**src/rtl/alu_pkg.sv**
```systemverilog
package alu_pkg;

    typedef enum logic [4:0] {
        OP_ADD   = 5'd0,
        OP_ADDU  = 5'd1,
        OP_SUB   = 5'd2,
        OP_SUBU  = 5'd3,
        OP_ADDI  = 5'd4,
        OP_ADDIU = 5'd5,
        OP_AND   = 5'd6,
        OP_ANDI  = 5'd7,
        OP_OR    = 5'd8,
        OP_ORI   = 5'd9,
        OP_NOR   = 5'd10,
        OP_SLT   = 5'd11,
        OP_SLTU  = 5'd12,
        OP_SLTI  = 5'd13,
        OP_SLTIU = 5'd14,
        OP_SLL   = 5'd15,
        OP_SRL   = 5'd16,
        OP_LUI   = 5'd17
    } alu_op_e;

    localparam logic [4:0] OP_LAST = 5'd17;

    typedef enum logic [3:0] {
        SEL_ZERO,
        SEL_ARITH,
        SEL_AND,
        SEL_OR,
        SEL_NOR,
        SEL_SLT,
        SEL_SLTU,
        SEL_SLL,
        SEL_SRL,
        SEL_LUI
    } res_sel_e;

    typedef struct packed {
        logic     use_imm;
        logic     imm_sext;
        logic     do_sub;
        logic     trap_en;
        res_sel_e sel;
    } alu_ctrl_t;

endpackage

```
**src/rtl/alu_decode.sv**
```systemverilog
module alu_decode
    import alu_pkg::*;
(
    input  logic [4:0] op_sel,
    output alu_ctrl_t  ctrl
);

    always_comb begin
        ctrl = '{use_imm: 1'b0, imm_sext: 1'b0, do_sub: 1'b0,
                 trap_en: 1'b0, sel: SEL_ZERO};
        case (op_sel)
            OP_ADD:   begin ctrl.sel = SEL_ARITH; ctrl.trap_en = 1'b1; end
            OP_ADDU:  begin ctrl.sel = SEL_ARITH; end
            OP_SUB:   begin ctrl.sel = SEL_ARITH; ctrl.do_sub = 1'b1; ctrl.trap_en = 1'b1; end
            OP_SUBU:  begin ctrl.sel = SEL_ARITH; ctrl.do_sub = 1'b1; end
            OP_ADDI:  begin ctrl.sel = SEL_ARITH; ctrl.use_imm = 1'b1; ctrl.imm_sext = 1'b1; ctrl.trap_en = 1'b1; end
            OP_ADDIU: begin ctrl.sel = SEL_ARITH; ctrl.use_imm = 1'b1; ctrl.imm_sext = 1'b1; end
            OP_AND:   begin ctrl.sel = SEL_AND; end
            OP_ANDI:  begin ctrl.sel = SEL_AND; ctrl.use_imm = 1'b1; end
            OP_OR:    begin ctrl.sel = SEL_OR; end
            OP_ORI:   begin ctrl.sel = SEL_OR; ctrl.use_imm = 1'b1; end
            OP_NOR:   begin ctrl.sel = SEL_NOR; end
            OP_SLT:   begin ctrl.sel = SEL_SLT; ctrl.do_sub = 1'b1; end
            OP_SLTU:  begin ctrl.sel = SEL_SLTU; ctrl.do_sub = 1'b1; end
            OP_SLTI:  begin ctrl.sel = SEL_SLT; ctrl.do_sub = 1'b1; ctrl.use_imm = 1'b1; ctrl.imm_sext = 1'b1; end
            OP_SLTIU: begin ctrl.sel = SEL_SLTU; ctrl.do_sub = 1'b1; ctrl.use_imm = 1'b1; ctrl.imm_sext = 1'b1; end
            OP_SLL:   begin ctrl.sel = SEL_SLL; end
            OP_SRL:   begin ctrl.sel = SEL_SRL; end
            OP_LUI:   begin ctrl.sel = SEL_LUI; ctrl.use_imm = 1'b1; end
            default:  begin ctrl.sel = SEL_ZERO; end
        endcase
    end

endmodule

```
**src/rtl/alu_imm_ext.sv**
```systemverilog
module alu_imm_ext #(
    parameter int DATA_W = 32,
    parameter int IMM_W  = 16
) (
    input  logic [IMM_W-1:0]  imm,
    input  logic              sext,
    output logic [DATA_W-1:0] ext
);

    localparam int PAD_W = DATA_W - IMM_W;

    logic fill;
    assign fill = sext & imm[IMM_W-1];

    generate
        if (PAD_W > 0) begin : g_pad
            assign ext = {{PAD_W{fill}}, imm};
        end else begin : g_nopad
            assign ext = imm[DATA_W-1:0];
        end
    endgenerate

    // the upper bits are either all copies of bit 15 or all zero
    always_comb begin
        if (PAD_W > 0 && !sext) begin
            p_zext_r5: assert (ext[DATA_W-1] == 1'b0)
                else $error("zero extension left a set top bit");
        end
    end

endmodule

```
**src/rtl/alu_addsub.sv**
```systemverilog
module alu_addsub #(
    parameter int DATA_W = 32
) (
    input  logic [DATA_W-1:0] a,
    input  logic [DATA_W-1:0] b,
    input  logic              sub,
    output logic [DATA_W-1:0] sum,
    output logic              ovf,
    output logic              lt_s,
    output logic              lt_u
);

    localparam int MSB = DATA_W - 1;

    logic [DATA_W-1:0] b_eff;
    logic              carry;

    assign b_eff          = sub ? ~b : b;
    assign {carry, sum}   = {1'b0, a} + {1'b0, b_eff} + {{DATA_W{1'b0}}, sub};
    assign ovf            = (a[MSB] == b_eff[MSB]) && (sum[MSB] != a[MSB]);
    assign lt_s           = sum[MSB] ^ ovf;
    assign lt_u           = ~carry;

    always_comb begin
        if (sub) begin
            p_lt_signed_r7: assert (lt_s == ($signed(a) < $signed(b)))
                else $error("signed less-than from the adder disagrees");
            p_lt_unsigned_r8: assert (lt_u == (a < b))
                else $error("unsigned less-than from the borrow disagrees");
        end
    end

endmodule

```
**src/rtl/alu_shifter.sv**
```systemverilog
module alu_shifter #(
    parameter int DATA_W  = 32,
    parameter int SHAMT_W = 5
) (
    input  logic [DATA_W-1:0]  din,
    input  logic [SHAMT_W-1:0] shamt,
    output logic [DATA_W-1:0]  sll_out,
    output logic [DATA_W-1:0]  srl_out
);

    logic [DATA_W-1:0] lst [0:SHAMT_W];
    logic [DATA_W-1:0] rst [0:SHAMT_W];

    assign lst[0] = din;
    assign rst[0] = din;

    generate
        for (genvar i = 0; i < SHAMT_W; i++) begin : g_stage
            localparam int STEP = 1 << i;
            assign lst[i+1] = shamt[i] ? {lst[i][DATA_W-1-STEP:0], {STEP{1'b0}}} : lst[i];
            assign rst[i+1] = shamt[i] ? {{STEP{1'b0}}, rst[i][DATA_W-1:STEP]} : rst[i];
        end
    endgenerate

    assign sll_out = lst[SHAMT_W];
    assign srl_out = rst[SHAMT_W];

    // a nonzero shift brings a zero into the vacated end bit
    always_comb begin
        if (shamt != '0) begin
            p_fill_r9: assert (sll_out[0] == 1'b0 && srl_out[DATA_W-1] == 1'b0)
                else $error("shift did not fill with zero");
        end
    end

endmodule

```
**src/rtl/int_alu_trap.sv**
```systemverilog
module int_alu_trap
    import alu_pkg::*;
#(
    parameter int  DATA_W  = 32,
    parameter int  IMM_W   = 16,
    localparam int SHAMT_W = $clog2(DATA_W)
) (
    input  logic [DATA_W-1:0]  opnd_a,
    input  logic [DATA_W-1:0]  opnd_b,
    input  logic [SHAMT_W-1:0] shamt,
    input  logic [IMM_W-1:0]   imm16,
    input  logic [4:0]         op_sel,
    output logic [DATA_W-1:0]  result,
    output logic               ovf_trap,
    output logic               wr_suppress
);

    localparam int LOW_W = DATA_W - IMM_W;

    alu_ctrl_t         ctrl;
    logic [DATA_W-1:0] imm_ext;
    logic [DATA_W-1:0] opnd_y;
    logic [DATA_W-1:0] arith_sum;
    logic              arith_ovf;
    logic              less_s;
    logic              less_u;
    logic [DATA_W-1:0] shl_val;
    logic [DATA_W-1:0] shr_val;
    logic [DATA_W-1:0] upper_val;

    alu_decode u_dec (
        .op_sel (op_sel),
        .ctrl   (ctrl)
    );

    alu_imm_ext #(.DATA_W(DATA_W), .IMM_W(IMM_W)) u_ext (
        .imm  (imm16),
        .sext (ctrl.imm_sext),
        .ext  (imm_ext)
    );

    assign opnd_y = ctrl.use_imm ? imm_ext : opnd_b;

    alu_addsub #(.DATA_W(DATA_W)) u_addsub (
        .a    (opnd_a),
        .b    (opnd_y),
        .sub  (ctrl.do_sub),
        .sum  (arith_sum),
        .ovf  (arith_ovf),
        .lt_s (less_s),
        .lt_u (less_u)
    );

    alu_shifter #(.DATA_W(DATA_W), .SHAMT_W(SHAMT_W)) u_shift (
        .din     (opnd_a),
        .shamt   (shamt),
        .sll_out (shl_val),
        .srl_out (shr_val)
    );

    generate
        if (LOW_W > 0) begin : g_upper
            assign upper_val = {imm16, {LOW_W{1'b0}}};
        end else begin : g_upper_full
            assign upper_val = imm16[DATA_W-1:0];
        end
    endgenerate

    always_comb begin
        unique case (ctrl.sel)
            SEL_ARITH: result = arith_sum;
            SEL_AND:   result = opnd_a & opnd_y;
            SEL_OR:    result = opnd_a | opnd_y;
            SEL_NOR:   result = ~(opnd_a | opnd_y);
            SEL_SLT:   result = {{(DATA_W-1){1'b0}}, less_s};
            SEL_SLTU:  result = {{(DATA_W-1){1'b0}}, less_u};
            SEL_SLL:   result = shl_val;
            SEL_SRL:   result = shr_val;
            SEL_LUI:   result = upper_val;
            default:   result = '0;
        endcase
    end

    assign ovf_trap    = ctrl.trap_en & arith_ovf;
    assign wr_suppress = ovf_trap;

    always_comb begin
        if (op_sel == OP_ADDU || op_sel == OP_SUBU || op_sel == OP_ADDIU) begin
            p_no_overflow_r3: assert (!ovf_trap)
                else $error("wrapping form raised the trap");
        end
        if (ovf_trap) begin
            p_kept_result_r11: assert (result[DATA_W-1] != opnd_a[DATA_W-1])
                else $error("trapped result is not the wrapped value");
        end
        if (op_sel > OP_LAST) begin
            p_unknown_zero_r12: assert (result == '0 && !ovf_trap && !wr_suppress)
                else $error("unknown code produced output");
        end
        if (op_sel == OP_SLT || op_sel == OP_SLTU || op_sel == OP_SLTI || op_sel == OP_SLTIU) begin
            p_bool_result_r7: assert (result[DATA_W-1:1] == '0)
                else $error("compare result is not 0 or 1");
        end
        if (op_sel == OP_LUI) begin
            p_lui_low_r10: assert (result[IMM_W-1:0] == '0 || LOW_W < IMM_W)
                else $error("upper-immediate low half not zero");
        end
    end

endmodule

```
**config.mk**
```make
export PLATFORM = sky130hd
export DESIGN_NAME = int_alu_trap
export DESIGN_NICKNAME = d
export VERILOG_FILES = /design/src/rtl/alu_pkg.sv /design/src/rtl/alu_decode.sv /design/src/rtl/alu_imm_ext.sv /design/src/rtl/alu_addsub.sv /design/src/rtl/alu_shifter.sv /design/src/rtl/int_alu_trap.sv
export SDC_FILE = /design/constraint.sdc
export NUM_CORES = 1
export LEC_CHECK = 0
export BUFFER_PORTS_ARGS = -buffer_cell sky130_fd_sc_hd__buf_2
export CAP_MARGIN = 20
export CORE_UTILIZATION = 45
export DETAILED_ROUTE_END_ITERATION = 10
export PLACE_DENSITY = 0.74
export SLEW_MARGIN = 15
export SYNTH_ARGS = -nofsm -noshare
export SYNTH_HDL_FRONTEND = slang
export SYNTH_SLANG_ARGS = --single-unit
export TNS_END_PERCENT = 5
```
**constraint.sdc**
```tcl
create_clock -name vclk -period 4.4
set_input_delay 0.22 -clock vclk [all_inputs]
set_output_delay 0.22 -clock vclk [all_outputs]
set_load 0.1 [all_outputs]
```
==> summary.txt, run 1 <==
worst-path fanout max = 7
Slew headroom = 30.0%
VDD IR max = 0.229 mV
final setup margin = -0.113 ns
Reg power frac = 0%
post-synthesis compound-gate area fraction = 32.4%
Hold Path Class = in2out
Cell Area, Synth = 0.00719 sq mm
die extent in y = 128 microns
top cells by area, synth = mux4_2, mux2i_1, nor2_1, o21ai_0, a21oi_1
top-area cell type share of the netlist area = 17.8%
router iterations before antenna repair = 8
Leak = 3.95 nW
cell row count = 45
DP Wirelength = 25400 microns
RePlAce Congestion = 1.06
largest family of logic cells by synthesized area = compound AO/OA/AOI/OAI gates
simple-gate share of the synthesized area = 22.7%
Fill cells = 1421
ANT cells = 0
RSZ-0062 raised after global routing = yes
hold depth = 4
post-route ant nets = 0
synthesized net count = 1143
PortBufs = 124
Worst Setup Start Kind = input pin
number of sequential cells = 0
Crit-path slowest cell = a211o_1
WP depth = 21
Post-Synth Adder-Cell Area = 5.84%
vias in the first global route = 8970
Final nets = 1321
core area = 0.0154 sq mm
Internal Power = 0.889 mW
antenna violations before repair = 0
layout cells sized above 1 = 33.7%
cell accounting for the most synthesized area = mux4_2
Arr. time, crit path = 4.29 ns
Worst Path Required = 4.18 ns
clkbuf count = 0
Worst setup EP type = output pin
post-route DRC violation count = 0
synthesis-to-layout area growth = 35.9%
YS warnings = 0
switching share of power = 59.7%
Clock power frac = 0%
Crit path max-delay family = compound AO/OA/AOI/OAI gates
WL/cell = 23.5 microns
PD cells = 225 mW/mm^2
Buf+Inv Stages, Crit Path = 7
slowest stage delay, CP = 0.33 ns
area occupied by multi-input gates = 0.00717 sq mm
CP Class = in2out
cell area after placement = 0.00938 sq mm
critical path startpoint = op_sel[2]
Netlist cell types = 75
post-synthesis mux area share = 26.7%
Starting Density = 46.6%
Final Core Density = 63.4%
fmax = 0.222 GHz
Syn Inst Count = 1020
Period Utilization, post-route = 103%
DRT iter0 DRCs = 1535
outcome = finished, violations left
total gr overflow = 0
minimum hold slack = 1.03 ns
endpoints failing hold = 0
syn avg cell area = 7.05 sq um
failing checks = setup timing
Critical Path, Cell by Cell = buf_2 > nor2b_1 > a211o_1 > buf_6 > a21oi_4 > buf_12 > buf_12 > mux2i_4 > xnor2_1 > ha_1 > buf_4 > a21oi_2 > o21ai_2 > a211oi_4 > or4_4 > o31ai_4 > o211a_4 > or2_4 > o211ai_1 > buf_4 > buf_12
GRT Util Overall = 39.1%
XOR/XNOR Fraction of Synth Area = 6.33%
Total Wirelength = 33100 microns
routed via count = 9638
Slew @ Worst Pin = 1.05 ns
min cycle time layout = 4.51 ns
Comb power frac = 100.0%
final instance area = 0.00978 sq mm
vias per inst = 6.85
largest net degree at the start of global routing = 56
die area = 0.0165 sq mm
number of I/O pins = 124
CP most frequent cell = buf_12
first-pass GRT wire length = 50000 microns
Horiz. Die Dim = 128 microns
Final setup violation count = 8
CP Capture Point = ovf_trap
register area share after synthesis = 0%
Max Cap Violations = 0
switching pwr = 1.32 mW
sequential cell area = 0 sq um
max-slew violations = 0
## tightest hold or removal path, stage by stage
cell	delay (ns)
buf_2	0.20
nand2_1	0.07
nand4_1	0.13
buf_12	0.19
## power groups by stage
stage | Sequential [mW] | Combinational [mW] | Clock [mW]
after floorplan | 0 | 1.31 | 0
after global placement | 0 | 2.05 | 0
after detailed placement | 0 | 2.05 | 0
after CTS | 0 | 2.13 | 0
after global routing | 0 | 2.32 | 0
final | 0 | 2.20 | 0
## how the worst min path moves through the flow
stage / from / to / slack (ns)
finish: opnd_a[6] / result[6] / 1.03
floorplan: imm16[15] / result[31] / 1.04
CTS: opnd_a[6] / result[6] / 1.04
detailed placement: opnd_a[6] / result[6] / 1.04
global placement: opnd_a[6] / result[6] / 1.01
global route: opnd_a[6] / result[6] / 1.09
## per-layer routing
| layer | track usage, % | vias up | part of all wire, % |
|---|---|---|---|
| li1 | - | 4283 | - |
| met4 | 16.7 | 0 | 4.5 |
| met1 | 51.8 | 4502 | 38 |
| met3 | 6.61 | 125 | 13 |
| met2 | 62.7 | 728 | 45 |
| met5 | 0 | - | 0 |
## Yosys cell counts (all sizes together), types with 3 or more instances
master,number
xor2,7
o22ai,13
a211o,5
o2111ai,13
nor2,148
mux2i,58
o221ai,3
mux4,57
a22o,3
nand4,10
and4,3
a21oi,88
nand2b,9
a221o,3
nand3,18
nor3b,5
buf,32
a32o,6
a221oi,14
and2,6
o311ai,3
ha,32
inv,13
nor2b,13
a22oi,10
xnor2,45
or2,4
a21o,10
a31oi,13
and3,11
o21bai,4
o21a,6
nand3b,4
o211ai,17
nand2,61
a211oi,16
nor3,31
or3,11
o21ai,113
a2111oi,4
mux2,5
o31ai,4
clkbuf,62
## what timing repair did
action / 4_1_cts / 5_1_grt
hold buffers: 0 / 0
endpoints found under the setup margin: 17 / 24
setup buffers: 5 / 1
resized for setup: 47 / 22
cloned: 1 / 0
pin swaps: 14 / 10
endpoints found under the hold margin: 0 / 0
## logic make-up after synthesis
kind of cell,count (synthesis)
buf+inv,107
xor+xnor,52
compound gates,362
mux,120
fa+ha+maj,33
simple gates,346
## cell usage in the layout, fill, tap and decap left out, types with 6 or more instances in the layout
cell type and instances:
a211oi_1 9, a211oi_2 6, a21o_1 10, a21oi_1 78, a221oi_1 14, a22oi_1 10, a31oi_1 12, a32o_1 6
and3_1 11, buf_12 34, buf_2 88, buf_4 139, buf_6 7, ha_1 29, inv_1 12, mux2i_1 46
mux2i_4 9, mux4_2 57, nand2_1 61, nand2b_1 9, nand3_1 17, nand4_1 10, nor2_1 147, nor2b_1 12
nor3_1 27, o2111ai_1 9, o211ai_1 17, o21a_1 6, o21ai_0 103, o21ai_2 8, o22ai_1 13, or3_1 9
xnor2_1 44, xor2_1 7
## area by class of cell
type	count	share of cell area (%)
Tap cell	211	2.70
Timing Repair Buffer	270	23.5
Multi-Input combinational cell	913	73.3
Inverter	13	0.499
## stage by stage
step / setup TNS, ns / power, mW / cells / worst slack [ns]
floorplan: -14.77 / 1.31 / 1020 / -1.23
global placement: -1.25 / 2.05 / 1400 / -0.178
detailed placement: -2.19 / 2.05 / 1400 / -0.283
CTS: -0.124 / 2.13 / 1406 / -0.0384
global route: -2.56 / 2.32 / 1407 / -0.248
finish: -0.486 / 2.20 / 1407 / -0.113
No activity file was read; power rests on OpenSTA's default activity.
==> run 2, diff against run 1 <==
- ABC_AREA: unset -> 1
==> run 2 against run 1 <==
Effect of this change:
- the flow finishes with violations (DRC)
- synthesized area shrank 5.0%
- final cell count grew 15%
- global-route usage grew 0.22 points
- synthesized cell count grew 33%
- cell area shrank 20%
- fmax grew 10%
- sequential share of layout area is the same
- setup slack gained 0.42 ns
- routed wire length shrank 2.9%
- hold slack lost 0.091 ns
- non-clock buffer count shrank 122
- first-iteration DRC count shrank 9.1%
- largest power group unchanged
==> summary.txt, run 2 <==
cell accounting for the most synthesized area = nand2_1
register area share after synthesis = 0% (unchanged)
WL/cell = 19.9 microns (-15%)
RSZ-0062 raised after global routing = yes
vias in the first global route = 8723 (-2.8%)
sequential cell area = 0 sq um (unchanged)
post-route DRC violation count = 9 (+9)
Slew @ Worst Pin = 0.948 ns (-0.102 ns)
worst-path fanout max = 17 (+10)
Arr. time, crit path = 3.87 ns (-0.42 ns)
Hold Path End = ovf_trap
Final nets = 1554 (+18%)
clkbuf count = 0 (unchanged)
Leak = 3.59 nW (-9.1%)
area occupied by multi-input gates = 0.00614 sq mm (-14%)
# hold bufs at CTS = 0 (unchanged)
endpoints failing hold = 0 (unchanged)
Cell Area, Synth = 0.00684 sq mm (-5.0%)
total gr overflow = 0 (unchanged)
Buf+Inv Stages, Crit Path = 5 (-2)
core area = 0.0147 sq mm (-4.7%)
layout cells sized above 1 = 14.1% (-20 points)
cell row count = 44 (-2.2%)
failing checks = DRC
vias per inst = 6.29 (-8.1%)
first-pass GRT wire length = 48500 microns (-3.1%)
synthesized net count = 1481 (+30%)
Worst setup EP type = output pin
Horiz. Die Dim = 125 microns (-2.5%)
CP Class = in2out
post-route insts no fill = 1613 (+15%)
Syn Inst Count = 1358 (+33%)
Setup Buffers After CTS = 0 (-5)
PortBufs = 124 (unchanged)
number of I/O pins = 124 (unchanged)
DRT iter0 DRCs = 1396 (-9.1%)
Netlist cell types = 52 (-31%)
router iterations before antenna repair = 9 (+1)
Top Metal Used = met5
outcome = finished, violations left
fmax = 0.244 GHz (+10%)
YS warnings = 0 (unchanged)
VDD IR max = 0.273 mV (+19%)
Crit path max-delay family = simple AND/OR/NAND/NOR gates
placed cells = 1613 (+15%)
RePlAce Congestion = 1.06 (+0.22%)
post-route ant nets = 0 (unchanged)
commonest non-fill, non-tap cell in the layout = nand2_1
number of sequential cells = 0 (unchanged)
max-slew violations = 0 (unchanged)
top-area cell type share of the netlist area = 20.0% (+2.2 points)
PD cells = 219 mW/mm^2 (-3.0%)
die extent in y = 125 microns (-2.5%)
Starting Density = 46.5% (-0.12 points)
Period Utilization, post-route = 93.0% (-9.5 points)
Synth top cells by count = nand2_1, o21ai_0, nor2_1, a21oi_1, inv_1
Hold Path Class = in2out
Crit-path slowest cell = nor2_4
most frequent cells in the layout = nand2_1, o21ai_0, nor2_1, buf_2, a21oi_1
Total Wirelength = 32100 microns (-2.9%)
Final setup violation count = 0 (-8)
Place WS = 0.348 ns (+0.631 ns)
die area = 0.0157 sq mm (-4.9%)
Worst Setup Start Kind = input pin
GRT Util Overall = 39.3% (+0.22 points)
slowest stage delay, CP = 0.39 ns (+0.06 ns)
DP Wirelength = 25900 microns (+2.2%)
ANT cells = 0 (unchanged)
met2 wire length = 13600 microns (-8.6%)
Max Cap Violations = 0 (unchanged)
final setup margin = 0.307 ns (+0.420 ns)
Slew headroom = 36.7% (+6.7 points)
Fill cells = 1627 (+14%)
synthesis-to-layout area growth = 13.9%
Critical Path, Cell by Cell = buf_2 > nand2_2 > inv_1 > nand3_1 > nand3_2 > nor2_4 > buf_4 > nand2_1 > nand2_1 > xnor2_1 > ha_1 > nand2_1 > inv_1 > a21oi_1 > o21ai_0 > nand2_1 > nand3_1 > a21o_1 > or2_2 > nand3_1 > o2111ai_1 > buf_12
hold depth = 4 (unchanged)
most common cell in the synthesized netlist = nand2_1
hold_sp = opnd_a[31]
Worst Path Required = 4.18 ns (about the same)
# resized after CTS = 0 (-100%)
metal1 wirelength = 13000 microns (+4.7%)
top cells by area, synth = nand2_1, o21ai_0, a21oi_1, nor2_1, nand3_1
routed via count = 10152 (+5.3%)
CP most frequent cell = nand2_1
metal3 WL = 3570 microns (-16%)
antenna violations before repair = 1 (+1)
min cycle time layout = 4.09 ns (-0.420 ns)
largest net degree at the start of global routing = 70 (+25%)
syn avg cell area = 5.03 sq um (-29%)
[run 2: routing by layer]
metal	vias up	global-route usage [%]
li1	4812	-
met1	4517	53.2
met2	715	62.2
met3	106	4.36
met4	2	18.6
met5	-	0
[run 2: kinds of logic (layout without fill, tap and decap cells)]
| logic type | count (synthesis) | in the layout | synth area share (%) |
|---|---|---|---|
| buffers and inverters | 182 | 253 | 10.6 |
| AO/OA/AOI/OAI | 431 | 431 | 35.8 |
| multiplexers | 15 | 15 | 2.20 |
| XOR/XNOR | 36 | 36 | 4.61 |
| adder cells (fa/ha/maj) | 33 | 33 | 6.15 |
| AND/OR/NAND/NOR | 661 | 661 | 40.7 |
[run 2: final cells by class]
| type | count | share of cell area, % |
|---|---|---|
| multi-input combinational | 1176 | 78.8 |
| timing repair buffer | 148 | 13.1 |
| tap | 184 | 2.96 |
| inverter | 105 | 5.06 |
[run 2: worst max path at each step]
| stage | slack, ns | start | endpoint | cells after the start |
|---|---|---|---|---|
| floorplan | -0.07 | op_sel[4] | result[3] | 16 |
| global placement | 0.32 | op_sel[0] | result[18] | 20 |
| detailed placement | 0.35 | op_sel[3] | result[28] | 23 |
| CTS | 0.34 | op_sel[0] | result[28] | 23 |
| global route | -0.03 | op_sel[0] | result[26] | 22 |
| finish | 0.31 | op_sel[0] | result[26] | 22 |
[run 2: stage by stage]
step	area (sq um)	total power, mW	hold slack, ns	utilization, %	setup TNS [ns]
5_1_grt	7790	1.83	0.956	53.0	-0.0296
3_5_place_dp	7770	1.65	0.942	52.9	0
6_report	7790	1.70	0.942	53.0	0
4_1_cts	7770	1.66	0.943	52.9	0
2_1_floorplan	6840	1.19	0.739	-	-0.0662
3_3_place_gp	7770	1.65	0.940	52.9	0
[run 2: where the power goes]
part	switching (mW)	total, mW	leakage [nW]	internal (mW)
Clock	0	0	0	0
Combinational	1.22	1.70	3.59	0.487
Sequential	0	0	0	0
Total	1.22	1.70	3.59	0.487
